[src/rtl/cpbus_pkg.sv]
package cpbus_pkg;
   timeunit 1ns; timeprecision 1ps;

   typedef enum logic [2:0] {
      S_IDLE,
      S_GRAB,
      S_PWAIT,
      S_RUN,
      S_STORE
   } cp_state_e;

   typedef enum logic [1:0] {
      FN_ADD = 2'd0,
      FN_XOR = 2'd1,
      FN_SUB = 2'd2,
      FN_INV = 2'd3
   } cp_fn_e;

   localparam int ST_CC_LSB  = 0;
   localparam int ST_EXC_LSB = 2;
   localparam int ST_BUSY    = 4;
   localparam int ST_ERR     = 5;
endpackage

[src/rtl/cpbus_opdec.sv]
module cpbus_opdec
   import cpbus_pkg::*;
#(
   parameter int OPC_W  = 8,
   parameter int CNT_W  = 2,
   parameter int CP_MAX = 2,
   parameter int PM_MAX = 3
) (
   input  logic [OPC_W-1:0] opcode_i,
   input  logic             periph_i,
   output logic [CNT_W-1:0] need_o,
   output cp_fn_e           fn_o,
   output logic             store_o
);
   timeunit 1ns; timeprecision 1ps;

   logic [CNT_W-1:0] raw_cnt;
   logic [CNT_W-1:0] lim_cnt;

   assign raw_cnt = opcode_i[CNT_W-1:0];
   assign lim_cnt = periph_i ? CNT_W'(PM_MAX) : CNT_W'(CP_MAX);
   assign need_o  = (raw_cnt > lim_cnt) ? lim_cnt : raw_cnt;
   assign fn_o    = cp_fn_e'(opcode_i[CNT_W+1:CNT_W]);
   assign store_o = opcode_i[CNT_W+2] & ~periph_i;

   generate
      if (OPC_W > CNT_W + 3) begin : g_spare
         logic unused_spare;
         assign unused_spare = ^opcode_i[OPC_W-1:CNT_W+3];
      end
   endgenerate
endmodule

[src/rtl/cpbus_opstore.sv]
module cpbus_opstore #(
   parameter int DATA_W = 32,
   parameter int N      = 3,
   localparam int IDX_W = $clog2(N),
   localparam int CNT_W = $clog2(N + 1)
) (
   input  logic                      clk,
   input  logic                      rst_n,
   input  logic                      clr_i,
   input  logic                      wr_i,
   input  logic [IDX_W-1:0]          idx_i,
   input  logic [DATA_W-1:0]         data_i,
   output logic [N-1:0][DATA_W-1:0]  ops_o,
   output logic [N-1:0]              valid_o,
   output logic [CNT_W-1:0]          count_o
);
   timeunit 1ns; timeprecision 1ps;

   generate
      for (genvar g = 0; g < N; g++) begin : g_slot
         logic [DATA_W-1:0] data_q;
         logic              vld_q;
         always_ff @(posedge clk or negedge rst_n) begin
            if (!rst_n) begin
               data_q <= '0;
               vld_q  <= 1'b0;
            end else if (clr_i) begin
               vld_q  <= 1'b0;
            end else if (wr_i && idx_i == IDX_W'(g)) begin
               data_q <= data_i;
               vld_q  <= 1'b1;
            end
         end
         assign ops_o[g]   = data_q;
         assign valid_o[g] = vld_q;
      end
   endgenerate

   assign count_o = CNT_W'($countones(valid_o));

   a_r3_clr_empties: assert property (@(posedge clk) disable iff (!rst_n)
      clr_i |=> (valid_o == '0))
      else $error("a_r3_clr_empties");
endmodule

[src/rtl/cpbus_exec.sv]
module cpbus_exec
   import cpbus_pkg::*;
#(
   parameter int DATA_W = 32,
   parameter int N      = 3,
   parameter int CNT_W  = 2,
   parameter int LAT    = 4
) (
   input  logic                      clk,
   input  logic                      rst_n,
   input  logic                      start_i,
   input  cp_fn_e                    fn_i,
   input  logic [CNT_W-1:0]          need_i,
   input  logic [N-1:0][DATA_W-1:0]  ops_i,
   output logic                      busy_o,
   output logic                      done_o,
   output logic [DATA_W-1:0]         result_o,
   output logic [1:0]                cc_o,
   output logic [1:0]                exc_o
);
   timeunit 1ns; timeprecision 1ps;

   localparam int XW = DATA_W + $clog2(N) + 1;

   logic [N-1:0][DATA_W-1:0] used;
   logic [XW-1:0]            acc;
   logic [DATA_W-1:0]        xr;
   logic [DATA_W-1:0]        val;
   logic                     rng;
   logic                     finish;

   generate
      for (genvar g = 0; g < N; g++) begin : g_mask
         assign used[g] = (CNT_W'(g) < need_i) ? ops_i[g] : '0;
      end
   endgenerate

   always_comb begin
      acc = '0;
      xr  = '0;
      if (fn_i == FN_SUB) begin
         acc = XW'(used[0]);
         for (int i = 1; i < N; i++) acc = acc - XW'(used[i]);
      end else begin
         for (int i = 0; i < N; i++) acc = acc + XW'(used[i]);
      end
      for (int i = 0; i < N; i++) xr = xr ^ used[i];
      case (fn_i)
         FN_ADD, FN_SUB: val = acc[DATA_W-1:0];
         FN_XOR:         val = xr;
         default:        val = ~used[0];
      endcase
      rng = (fn_i == FN_ADD || fn_i == FN_SUB) && (|acc[XW-1:DATA_W]);
   end

   generate
      if (LAT == 1) begin : g_lat_one
         assign finish = busy_o;
      end else begin : g_lat_cnt
         localparam int CW = $clog2(LAT);
         logic [CW-1:0] cnt_q;
         always_ff @(posedge clk or negedge rst_n) begin
            if (!rst_n)       cnt_q <= '0;
            else if (start_i) cnt_q <= '0;
            else if (busy_o)  cnt_q <= cnt_q + 1'b1;
         end
         assign finish = busy_o && (cnt_q == CW'(LAT - 1));
      end
   endgenerate

   always_ff @(posedge clk or negedge rst_n) begin
      if (!rst_n) begin
         busy_o   <= 1'b0;
         done_o   <= 1'b0;
         result_o <= '0;
         cc_o     <= '0;
         exc_o    <= '0;
      end else begin
         done_o <= 1'b0;
         if (start_i) begin
            busy_o <= 1'b1;
         end else if (finish) begin
            busy_o   <= 1'b0;
            done_o   <= 1'b1;
            result_o <= val;
            cc_o     <= {val[DATA_W-1], val == '0};
            exc_o    <= {need_i == '0, rng};
         end
      end
   end

   a_r6_done_single: assert property (@(posedge clk) disable iff (!rst_n)
      done_o |=> !done_o)
      else $error("a_r6_done_single");

   a_r6_result_hold: assert property (@(posedge clk) disable iff (!rst_n)
      !done_o |-> $stable(result_o))
      else $error("a_r6_result_hold");
endmodule

[src/rtl/cpbus_snoop.sv]
module cpbus_snoop
   import cpbus_pkg::*;
#(
   parameter int DATA_W = 32,
   parameter int OPC_W  = 8,
   parameter int ADDR_W = 3,
   parameter int CP_MAX = 2,
   parameter int PM_MAX = 3,
   parameter int LAT    = 4
) (
   input  logic              clk,
   input  logic              rst_n,
   input  logic              mode_periph,
   input  logic              cp_op_valid,
   input  logic [OPC_W-1:0]  cp_opcode,
   input  logic              bus_rd,
   input  logic [DATA_W-1:0] bus_rdata,
   input  logic              bus_wr,
   output logic [DATA_W-1:0] cp_wdata,
   output logic              cp_wdata_oe,
   output logic              cp_done,
   output logic [1:0]        cp_cc,
   output logic [1:0]        cp_exc,
   input  logic              pm_sel,
   input  logic              pm_we,
   input  logic [ADDR_W-1:0] pm_addr,
   input  logic [DATA_W-1:0] pm_wdata,
   output logic [DATA_W-1:0] pm_rdata
);
   timeunit 1ns; timeprecision 1ps;

   localparam int N       = PM_MAX;
   localparam int CNT_W   = $clog2(N + 1);
   localparam int IDX_W   = $clog2(N);
   localparam int A_OPC   = 0;
   localparam int A_RES   = N + 1;
   localparam int A_STAT  = N + 2;

   generate
      if (DATA_W <= OPC_W)            begin : g_bad_w   $error("DATA_W must exceed OPC_W"); end
      if (OPC_W < CNT_W + 3)          begin : g_bad_opc $error("OPC_W too small for fields"); end
      if (N < 2 || CP_MAX > PM_MAX)   begin : g_bad_ops $error("operand limits inconsistent"); end
      if ((1 << ADDR_W) < N + 3)      begin : g_bad_a   $error("ADDR_W too small for map"); end
      if (LAT < 1)                    begin : g_bad_lat $error("LAT must be at least 1"); end
   endgenerate

   cp_state_e                state_q;
   logic [OPC_W-1:0]         opc_q;
   logic                     mode_q;
   logic                     err_q;

   logic [CNT_W-1:0]         need;
   cp_fn_e                   fn;
   logic                     store;
   logic [N-1:0][DATA_W-1:0] ops;
   logic [N-1:0]             valid;
   logic [CNT_W-1:0]         have;
   logic [N-1:0]             need_mask;
   logic                     ready;
   logic                     start;
   logic                     busy;

   logic                     pm_hit, pm_wr, pm_rd;
   logic                     cp_take, pm_take;
   logic                     cp_cap, pm_opw;
   logic                     st_wr;
   logic [IDX_W-1:0]         wr_idx;
   logic [DATA_W-1:0]        wr_data;

   logic                     ex_busy;
   logic [DATA_W-1:0]        ex_result;
   logic                     unused_wd;

   assign unused_wd = ^pm_wdata[DATA_W-1:OPC_W];

   cpbus_opdec #(
      .OPC_W (OPC_W), .CNT_W (CNT_W), .CP_MAX (CP_MAX), .PM_MAX (PM_MAX)
   ) u_dec (
      .opcode_i (opc_q), .periph_i (mode_q),
      .need_o (need), .fn_o (fn), .store_o (store)
   );

   // Register window and handoff qualification
   assign pm_hit  = pm_sel & mode_periph;
   assign pm_wr   = pm_hit & pm_we;
   assign pm_rd   = pm_hit & ~pm_we;
   assign busy    = (state_q == S_GRAB) || (state_q == S_PWAIT) || (state_q == S_RUN);
   assign cp_take = ~mode_periph & cp_op_valid & (state_q == S_IDLE);
   assign pm_take = pm_wr & (pm_addr == ADDR_W'(A_OPC)) & (state_q == S_IDLE);
   assign st_wr   = pm_wr & (pm_addr == ADDR_W'(A_STAT));
   assign pm_opw  = pm_wr & (pm_addr >= ADDR_W'(1)) & (pm_addr <= ADDR_W'(N))
                    & ((state_q == S_IDLE) || (state_q == S_PWAIT));

   always_comb begin
      for (int i = 0; i < N; i++) need_mask[i] = (CNT_W'(i) < need);
   end
   assign ready  = ((valid | ~need_mask) == '1);
   assign start  = ((state_q == S_GRAB) || (state_q == S_PWAIT)) && ready;
   assign cp_cap = (state_q == S_GRAB) & bus_rd & ~ready;

   assign wr_idx  = cp_cap ? IDX_W'(have) : IDX_W'(pm_addr - ADDR_W'(1));
   assign wr_data = cp_cap ? bus_rdata : pm_wdata;

   cpbus_opstore #(.DATA_W (DATA_W), .N (N)) u_ops (
      .clk (clk), .rst_n (rst_n),
      .clr_i (cp_take | start),
      .wr_i (cp_cap | pm_opw),
      .idx_i (wr_idx), .data_i (wr_data),
      .ops_o (ops), .valid_o (valid), .count_o (have)
   );

   cpbus_exec #(.DATA_W (DATA_W), .N (N), .CNT_W (CNT_W), .LAT (LAT)) u_exec (
      .clk (clk), .rst_n (rst_n),
      .start_i (start), .fn_i (fn), .need_i (need), .ops_i (ops),
      .busy_o (ex_busy), .done_o (cp_done), .result_o (ex_result),
      .cc_o (cp_cc), .exc_o (cp_exc)
   );

   // Sequencing
   always_ff @(posedge clk or negedge rst_n) begin
      if (!rst_n) begin
         state_q <= S_IDLE;
         opc_q   <= '0;
         mode_q  <= 1'b0;
      end else begin
         case (state_q)
            S_IDLE: begin
               if (cp_take) begin
                  opc_q   <= cp_opcode;
                  mode_q  <= 1'b0;
                  state_q <= S_GRAB;
               end else if (pm_take) begin
                  opc_q   <= pm_wdata[OPC_W-1:0];
                  mode_q  <= 1'b1;
                  state_q <= S_PWAIT;
               end
            end
            S_GRAB, S_PWAIT: if (ready) state_q <= S_RUN;
            S_RUN: if (cp_done) state_q <= store ? S_STORE : S_IDLE;
            S_STORE: if (bus_wr) state_q <= S_IDLE;
            default: state_q <= S_IDLE;
         endcase
      end
   end

   always_ff @(posedge clk or negedge rst_n) begin
      if (!rst_n)                                           err_q <= 1'b0;
      else if (st_wr)                                       err_q <= 1'b0;
      else if (pm_rd && pm_addr == ADDR_W'(A_RES) && busy)  err_q <= 1'b1;
   end

   // Bus result driver
   assign cp_wdata_oe = (state_q == S_STORE) & bus_wr;
   assign cp_wdata    = cp_wdata_oe ? ex_result : '0;

   // Register readback
   always_comb begin
      pm_rdata = '0;
      if (pm_hit) begin
         if (pm_addr == ADDR_W'(A_OPC)) pm_rdata = DATA_W'(opc_q);
         if (pm_addr == ADDR_W'(A_RES)) pm_rdata = ex_result;
         if (pm_addr == ADDR_W'(A_STAT)) begin
            pm_rdata[ST_ERR]                  = err_q;
            pm_rdata[ST_BUSY]                 = busy;
            pm_rdata[ST_EXC_LSB+1:ST_EXC_LSB] = cp_exc;
            pm_rdata[ST_CC_LSB+1:ST_CC_LSB]   = cp_cc;
         end
         for (int i = 0; i < N; i++)
            if (pm_addr == ADDR_W'(i + 1)) pm_rdata = ops[i];
      end
   end

   a_r7_oe_then_idle: assert property (@(posedge clk) disable iff (!rst_n)
      cp_wdata_oe |=> (state_q == S_IDLE))
      else $error("a_r7_oe_then_idle");

   a_r3_grab_limit: assert property (@(posedge clk) disable iff (!rst_n)
      (state_q == S_GRAB) |-> ($countones(valid) <= CP_MAX))
      else $error("a_r3_grab_limit");

   a_r4_start_from_wait: assert property (@(posedge clk) disable iff (!rst_n)
      $rose(ex_busy) |-> ($past(state_q) == S_GRAB || $past(state_q) == S_PWAIT))
      else $error("a_r4_start_from_wait");

   a_r10_err_sticky: assert property (@(posedge clk) disable iff (!rst_n)
      (err_q && !st_wr) |=> err_q)
      else $error("a_r10_err_sticky");

   a_r11_busy_no_take: assert property (@(posedge clk) disable iff (!rst_n)
      (state_q != S_IDLE) |=> $stable(opc_q))
      else $error("a_r11_busy_no_take");
endmodule

[config.mk]
export PLATFORM = sky130hd
export DESIGN_NAME = cpbus_snoop
export DESIGN_NICKNAME = d
export VERILOG_FILES = /design/src/rtl/cpbus_pkg.sv /design/src/rtl/cpbus_opdec.sv /design/src/rtl/cpbus_opstore.sv /design/src/rtl/cpbus_exec.sv /design/src/rtl/cpbus_snoop.sv
export SDC_FILE = /design/constraint.sdc
export NUM_CORES = 1
export LEC_CHECK = 0
export BUFFER_PORTS_ARGS = -buffer_cell sky130_fd_sc_hd__buf_2
export CORE_ASPECT_RATIO = 1.25
export CORE_MARGIN = 5
export CORE_UTILIZATION = 30
export DETAILED_ROUTE_END_ITERATION = 6
export GPL_TIMING_DRIVEN = 1
export SYNTH_ARGS = -nofsm -noshare
export SYNTH_HDL_FRONTEND = slang
export SYNTH_SLANG_ARGS = --single-unit
[constraint.sdc]
create_clock -name clk -period 7.4 [get_ports clk]
set_input_delay 0.74 -clock clk [delete_from_list [all_inputs] [get_ports clk]]
set_output_delay 0.74 -clock clk [all_outputs]
set_load 0.01 [all_outputs]
* Yosys cells after proc, flatten, opt, wreduce, memory -nomap -nowiden
Index checks and enable logic that the tools add are counted.
** Storage, ports and cells
- Bits in registers :: 152
- Bits of input ports :: 83
- Output and inout bits :: 70
- Logic and storage cells :: 153
** Operators by class
- Add/sub/neg operators :: 8
- Magnitude comparators :: 6
- Eq/ne operators :: 19
- Multiplexer cells :: 42
- Bitwise operators :: 28
- Reduce and logical (&&, ||, !) cells :: 34
** Operators with widths (number)
- $mux W32 :: 10
- $pmux W32 S2 :: 1
- $xor A32 B32 Y32 :: 2
- $add A35 B32 Y35 :: 1
- $mux W35 :: 1
- $sub A35 B32 Y35 :: 1
- $add A32 B32 Y33 :: 1
- $sub A32 B32 Y33 :: 1
- $logic_not A32 Y1 :: 1
- $not A32 Y32 :: 1
- $mux W8 :: 3
- $mux W3 :: 6
- $and A1 B1 Y1 :: 15
- $mux W1 :: 15
- $reduce_bool A2 Y1 :: 7
- $eq A3 B2 Y1 const B :: 4
- $eq A3 B3 Y1 const B :: 4
- $pmux W3 S4 :: 1
- $reduce_and A2 Y1 :: 5
- $logic_and A1 B1 Y1 :: 8
- $mux W2 :: 4
- $eq A2 B2 Y1 const B :: 3
- $eq A3 B1 Y1 const B :: 2
- $logic_not A2 Y1 :: 3
- other kinds (23) :: 37

* Logic depth before layout (Yosys ltp)
- Depth in word-level cells :: 14
- Depth in mapped cells :: 30

* Modules after synthesis
A second synthesis with hierarchy kept.
** Second synthesis, totals
- Cells, all modules :: 1847
- Area total of the unflattened synthesis :: 15750.1 sq um
** By module, submodules not included
- cpbus_exec :: instances 1, cells an instance 1257, area each 8938.6 sq um
- cpbus_opstore :: instances 1, cells an instance 222, area each 4048.9 sq um
- cpbus_snoop :: instances 1, cells an instance 360, area each 2693.8 sq um
- cpbus_opdec :: instances 1, cells an instance 8, area each 68.8 sq um

* Worst setup path before layout
No wires, ideal clock.
- Kind :: register to register
- Start point :: register opc_q[1]
- End point :: register u_exec.exc_o[0]
- Library setup time :: 0.122 ns
- Arrival time :: 5.680 ns
- Path slack :: 1.599 ns
- Stages on the path, launching flop included :: 27
- Buffers on the path :: 5
- Clock period less this slack :: 5.801 ns
- Path through :: dfrtp_1 > clkbuf_1 > or2_2 > clkbuf_1 > clkbuf_1 > and2_1 > ha_1 > buf_2 > nand2b_1 > a221o_1 > a2111oi_2 > a21oi_1 > o21bai_1 > a21oi_1 > xnor2_1 > ha_1 > clkbuf_1 > a21o_1 > a311o_1 > a221o_1 > nor2_2 > a31oi_1 > a31oi_1 > and2b_1 > nand4_1 > mux2_2 > a32o_1
** Between the ends
- Word-level cells in the longest chain between the ends :: 9
** Ends and longest elaborated chain
- start, declared :: line cpbus_snoop.sv:48 : logic [OPC_W-1:0] opc_q;
- start signal, assigned :: line cpbus_snoop.sv:129 : opc_q <= cp_opcode;
- start signal, assigned :: line cpbus_snoop.sv:133 : opc_q <= pm_wdata[OPC_W-1:0];
- $gt A2 B2 Y1 :: line cpbus_opdec.sv:22 : assign need_o = (raw_cnt > lim_cnt) ? lim_cnt : raw_cnt;
- $mux W2 (*) :: line cpbus_opdec.sv:22
- $lt A1 B2 Y1 or $lt A2 B2 Y1 (tied branches) :: line cpbus_exec.sv:34, cpbus_snoop.sv:95
- $mux W32 or $not A3 Y3 (tied branches) :: line cpbus_exec.sv:34, cpbus_snoop.sv:97
- $add A32 B32 Y33, or another cell as far along :: line cpbus_exec.sv:45 : for (int i = 0; i < N; i++) acc = acc + XW'(used[i]);
- $add A35 B32 Y35, or another cell as far along :: line cpbus_exec.sv:45
- $mux W35 or $logic_and A1 B1 Y1 (tied branches) :: line cpbus_exec.sv:41, cpbus_snoop.sv:98
- $reduce_or A3 Y1 or $not A1 Y1 (tied branches)
- $logic_and A1 B1 Y1 or $reduce_and A2 Y1 (tied branches)
- end signal, assigned :: line cpbus_exec.sv:87 : exc_o <= {need_i == '0, rng};
- end, declared :: line cpbus_exec.sv:19 : output logic [1:0] exc_o
Every way passes the cells marked *; elsewhere a longest branch is shown, timed or not.
A chain may end at the register's enable or synchronous reset.

* Worst setup path in the final report
- Start point :: register opc_q[0]
- End point :: register u_exec.cc_o[0]
** Between the ends
- Word-level cells in the longest chain between the ends :: 9
** Ends and longest elaborated chain
- $gt A2 B2 Y1 :: line cpbus_opdec.sv:22
- $mux W2 (*) :: line cpbus_opdec.sv:22
- $lt A1 B2 Y1 or $lt A2 B2 Y1 (tied branches) :: line cpbus_exec.sv:34, cpbus_snoop.sv:95
- $mux W32 or $not A3 Y3 (tied branches) :: line cpbus_exec.sv:34, cpbus_snoop.sv:97
- $add A32 B32 Y33, or another cell as far along :: line cpbus_exec.sv:45
- $add A35 B32 Y35, or another cell as far along :: line cpbus_exec.sv:45
- $mux W35 or $logic_and A1 B1 Y1 (tied branches) :: line cpbus_exec.sv:41, cpbus_snoop.sv:98
- $pmux W32 S2 or $not A1 Y1 (tied branches)
- $logic_not A32 Y1 or $reduce_and A2 Y1 (tied branches)
- end signal, assigned :: line cpbus_exec.sv:86 : cc_o <= {val[DATA_W-1], val == '0};
- end, declared :: line cpbus_exec.sv:18 : output logic [1:0] cc_o,
Marks and branches as above.

==> impl_metrics.yaml <==
run_status:
  outcome: "completed"
cts:
  clkLatencyLatePin_ns: 0.45
  cts-root-buf: "clkbuf_16"
  clock-sinks: 151
  cts_setup_buffers: 0
  htree_levels: 4
  clk_path_buf_depth: 2
  cts_resized: 0
  hold_buffers: 0
  cts-buffers-inserted: 17
  clk_pin_slew_ns: 0.07
  tritoncts: "built"
drt:
  via_per_inst: 5.61
  wl_per_cell_um: 20.8
  routed_wl_um: 61800
  drt_iter0_drc: 1563
  num_vias: 16665
  first_pass_iters: 7
  route.detailed.drc: 0
  ant_nets: 0
sta:
  fin_crit_sh_pct: 92.7
  clock.fmax_mhz: 146
  fin_crit_ns: 6.86
  setup_viol: 0
  finalHoldViolCount: 0
  rsz0062_at_grt: "no"
  tightest_slew_ns: 1.07
  fin_ws_ns: 0.537
  slew-limit-headroom_pct: 28.5
  setup_tns_ns: 0
  maxSlewViolCount: 0
  skew_ns: 0.0124
setup_path:
  cp.arrival_ns: 7.25
  required_ns: 7.79
  crit_type: "reg -> reg"
  crit_fanout: 33
  critPathCaptureType: "flip-flop"
  cp-start-kind: "flip-flop"
logic_synthesis:
  ys_seq_area_share_pct: 23.3
  ys.flop_type: "dfrtp_1"
  yosys.area.top_type: "dfrtp_1"
  avgSynthCellArea_um2: 7.50
  syn-cell-area_um2: 16200
  synth_top_area_share_pct: 23.3
  synth.area.top_cells: "dfrtp_1, ha_1, a21oi_1"
  ys_types: 91
  syn_inst: 2160
  yosys_register_bits: 151
  yosysWarnings: 0
  synth_edf_count: 0
  async_reset_ff_share_pct: 100
  syn_nets: 2386
layout:
  nNetsFinal: 2459
  seq_area_um2: 3780
  synthToLayoutAreaGrowth_pct: 12.2
  n_fill_cell: 5768
  layout_common_cells: "nor2_1, a21oi_1, nand2_1"
  layout_commonest_cell: "nor2_1"
  diodes: 0
  fin_area_um2: 18200
  multi_input_area_um2: 11500
  instances_no_fill: 2973
  drive_gt1_share_pct: 11.5
global_routing:
  grt_start_max_net_pins: 79
  antenna_found_initial: 0
  grt_first_pass_wirelength_um: 95100
  grt_pass1_vias: 15987
  overflow: 0
  grt_usage_pct: 20.2
die:
  core_um2: 53600
  io_pins: 153
  row_count: 95
  die_area_um2: 58800
  initial_utilization_pct: 30.2
  die_w_um: 218
  die_h_um: 270
place:
  placed_area_um2: 17600
  dp_cells: 2941
  port_buffers: 152
  gp_congestion: 1.02
  pre_cts_ws_ns: 0.697
  dpl.hpwl_um: 48300
run:
  cap_violations: 0
hold_path:
  hold_class: "in -> async"
## flip-flops by register name (all words and copies together) (netlist names), 2 cells and up
name and flops:
u_exec.g_lat_cnt.cnt_q 2, u_exec.exc_o 2, u_ops.g_slot.data_q 96, u_exec.cc_o 2, state_q 3, opc_q 8, u_exec.result_o 31, u_ops.g_slot.vld_q 3
## cell type report
cell class	count	share of cell area [%]
Multi-Input combinational cell	1761	63.3
Sequential cell	151	20.8
Tap cell	727	5.00
Clock buffer	19	2.44
Timing Repair Buffer	177	5.25
Inverter	125	2.58
Clock inverter	13	0.605
## Yosys cell counts (5+ instances only)
cell type / instances
a221oi_1: 6
mux2_2: 10
a22oi_1: 34
nand3b_1: 5
buf_1: 15
fa_1: 5
nor2_1: 309
mux2i_1: 53
and3_1: 17
o211a_1: 5
o22ai_1: 11
nor4_1: 6
a211o_1: 10
nor2b_1: 15
nand4_1: 12
inv_1: 123
o31a_1: 8
xor2_1: 24
nor3b_1: 6
a21oi_1: 246
dfrtp_1: 151
o21ai_0: 92
ha_1: 138
or3_1: 10
clkbuf_1: 95
nand2b_1: 24
nor3_1: 24
buf_2: 9
nand2_1: 207
and2_1: 79
a21o_1: 45
a311o_1: 5
o21bai_1: 14
o21a_1: 24
xnor2_1: 84
o211ai_1: 19
o31ai_1: 12
or4_1: 7
a21boi_0: 5
mux4_2: 7
nand3_1: 21
a31oi_1: 21
a211oi_1: 55
o221ai_1: 8
## critical path, cell delays in order (launching register included)
cell	delay [ns]
dfrtp_1	0.42
or2_2	0.57
and2_1	0.35
ha_1	0.36
a21o_1	0.20
a21oi_1	0.23
o21bai_1	0.13
a21o_1	0.24
nand2_1	0.10
o21ai_0	0.08
a21oi_1	0.26
o21bai_1	0.10
a21oi_1	0.19
xnor2_1	0.11
ha_1	0.42
a21o_1	0.24
a31oi_1	0.31
nand4bb_2	0.25
a21oi_1	0.19
nor3_1	0.07
a311o_1	0.44
a22oi_1	0.30
nand4_1	0.23
nor4b_1	0.65
nand4_1	0.18
o21ai_1	0.16
## path summary, 6_finish.rpt
check	slack (ns)	to	start	cells after the start
min in group clk	0.49	err_q$_DFFE_PN0P_	pm_we	2
max reg2reg	0.54	u_exec.cc_o[0]$_DFFE_PN0P_	opc_q[0]$_DFFE_PN0P_	25
min reg2reg	0.51	u_exec.result_o[14]$_DFFE_PN0P_	u_exec.result_o[14]$_DFFE_PN0P_	2
max in group asynchronous	5.55	u_ops.g_slot[0].data_q[26]$_DFFE_PN0P_	rst_n	2
min	0.33	opc_q[5]$_DFFE_PN0P_	rst_n	1
max	0.54	u_exec.cc_o[0]$_DFFE_PN0P_	opc_q[0]$_DFFE_PN0P_	25
## through the flow
step	hold WS, ns	util [%]
floorplan	0.444	-
global route	0.381	33.9
CTS	0.336	33.9
detailed placement	0.494	32.9
global placement	0.496	32.9
finish	0.327	33.9
## layer usage
metal  global-route usage [%]  vias to the layer above  wire (µm)
met2                     32.4                      732      27900
li1                         -                     7787          -
met4                     7.04                        0       2130
met1                     28.1                     8041      27400
met3                     2.60                      105       4370
met5                        0                        -          0
## cells by family (layout without fill, tap and decap cells)
group / after synthesis / count (layout) / synth area share, %
AO/OA/AOI/OAI: 674 / 674 / 26.9
XOR/XNOR: 108 / 108 / 5.84
adder cells (fa/ha/maj): 143 / 143 / 11.3
buffers and inverters: 248 / 334 / 5.93
flip-flops: 151 / 151 / 23.3
multiplexers: 70 / 70 / 4.94
AND/OR/NAND/NOR: 766 / 766 / 21.8
Power is left out: the tool's default activity adds up to more than one toggle a clock period on the data nets, which glitch-free logic cannot reach.
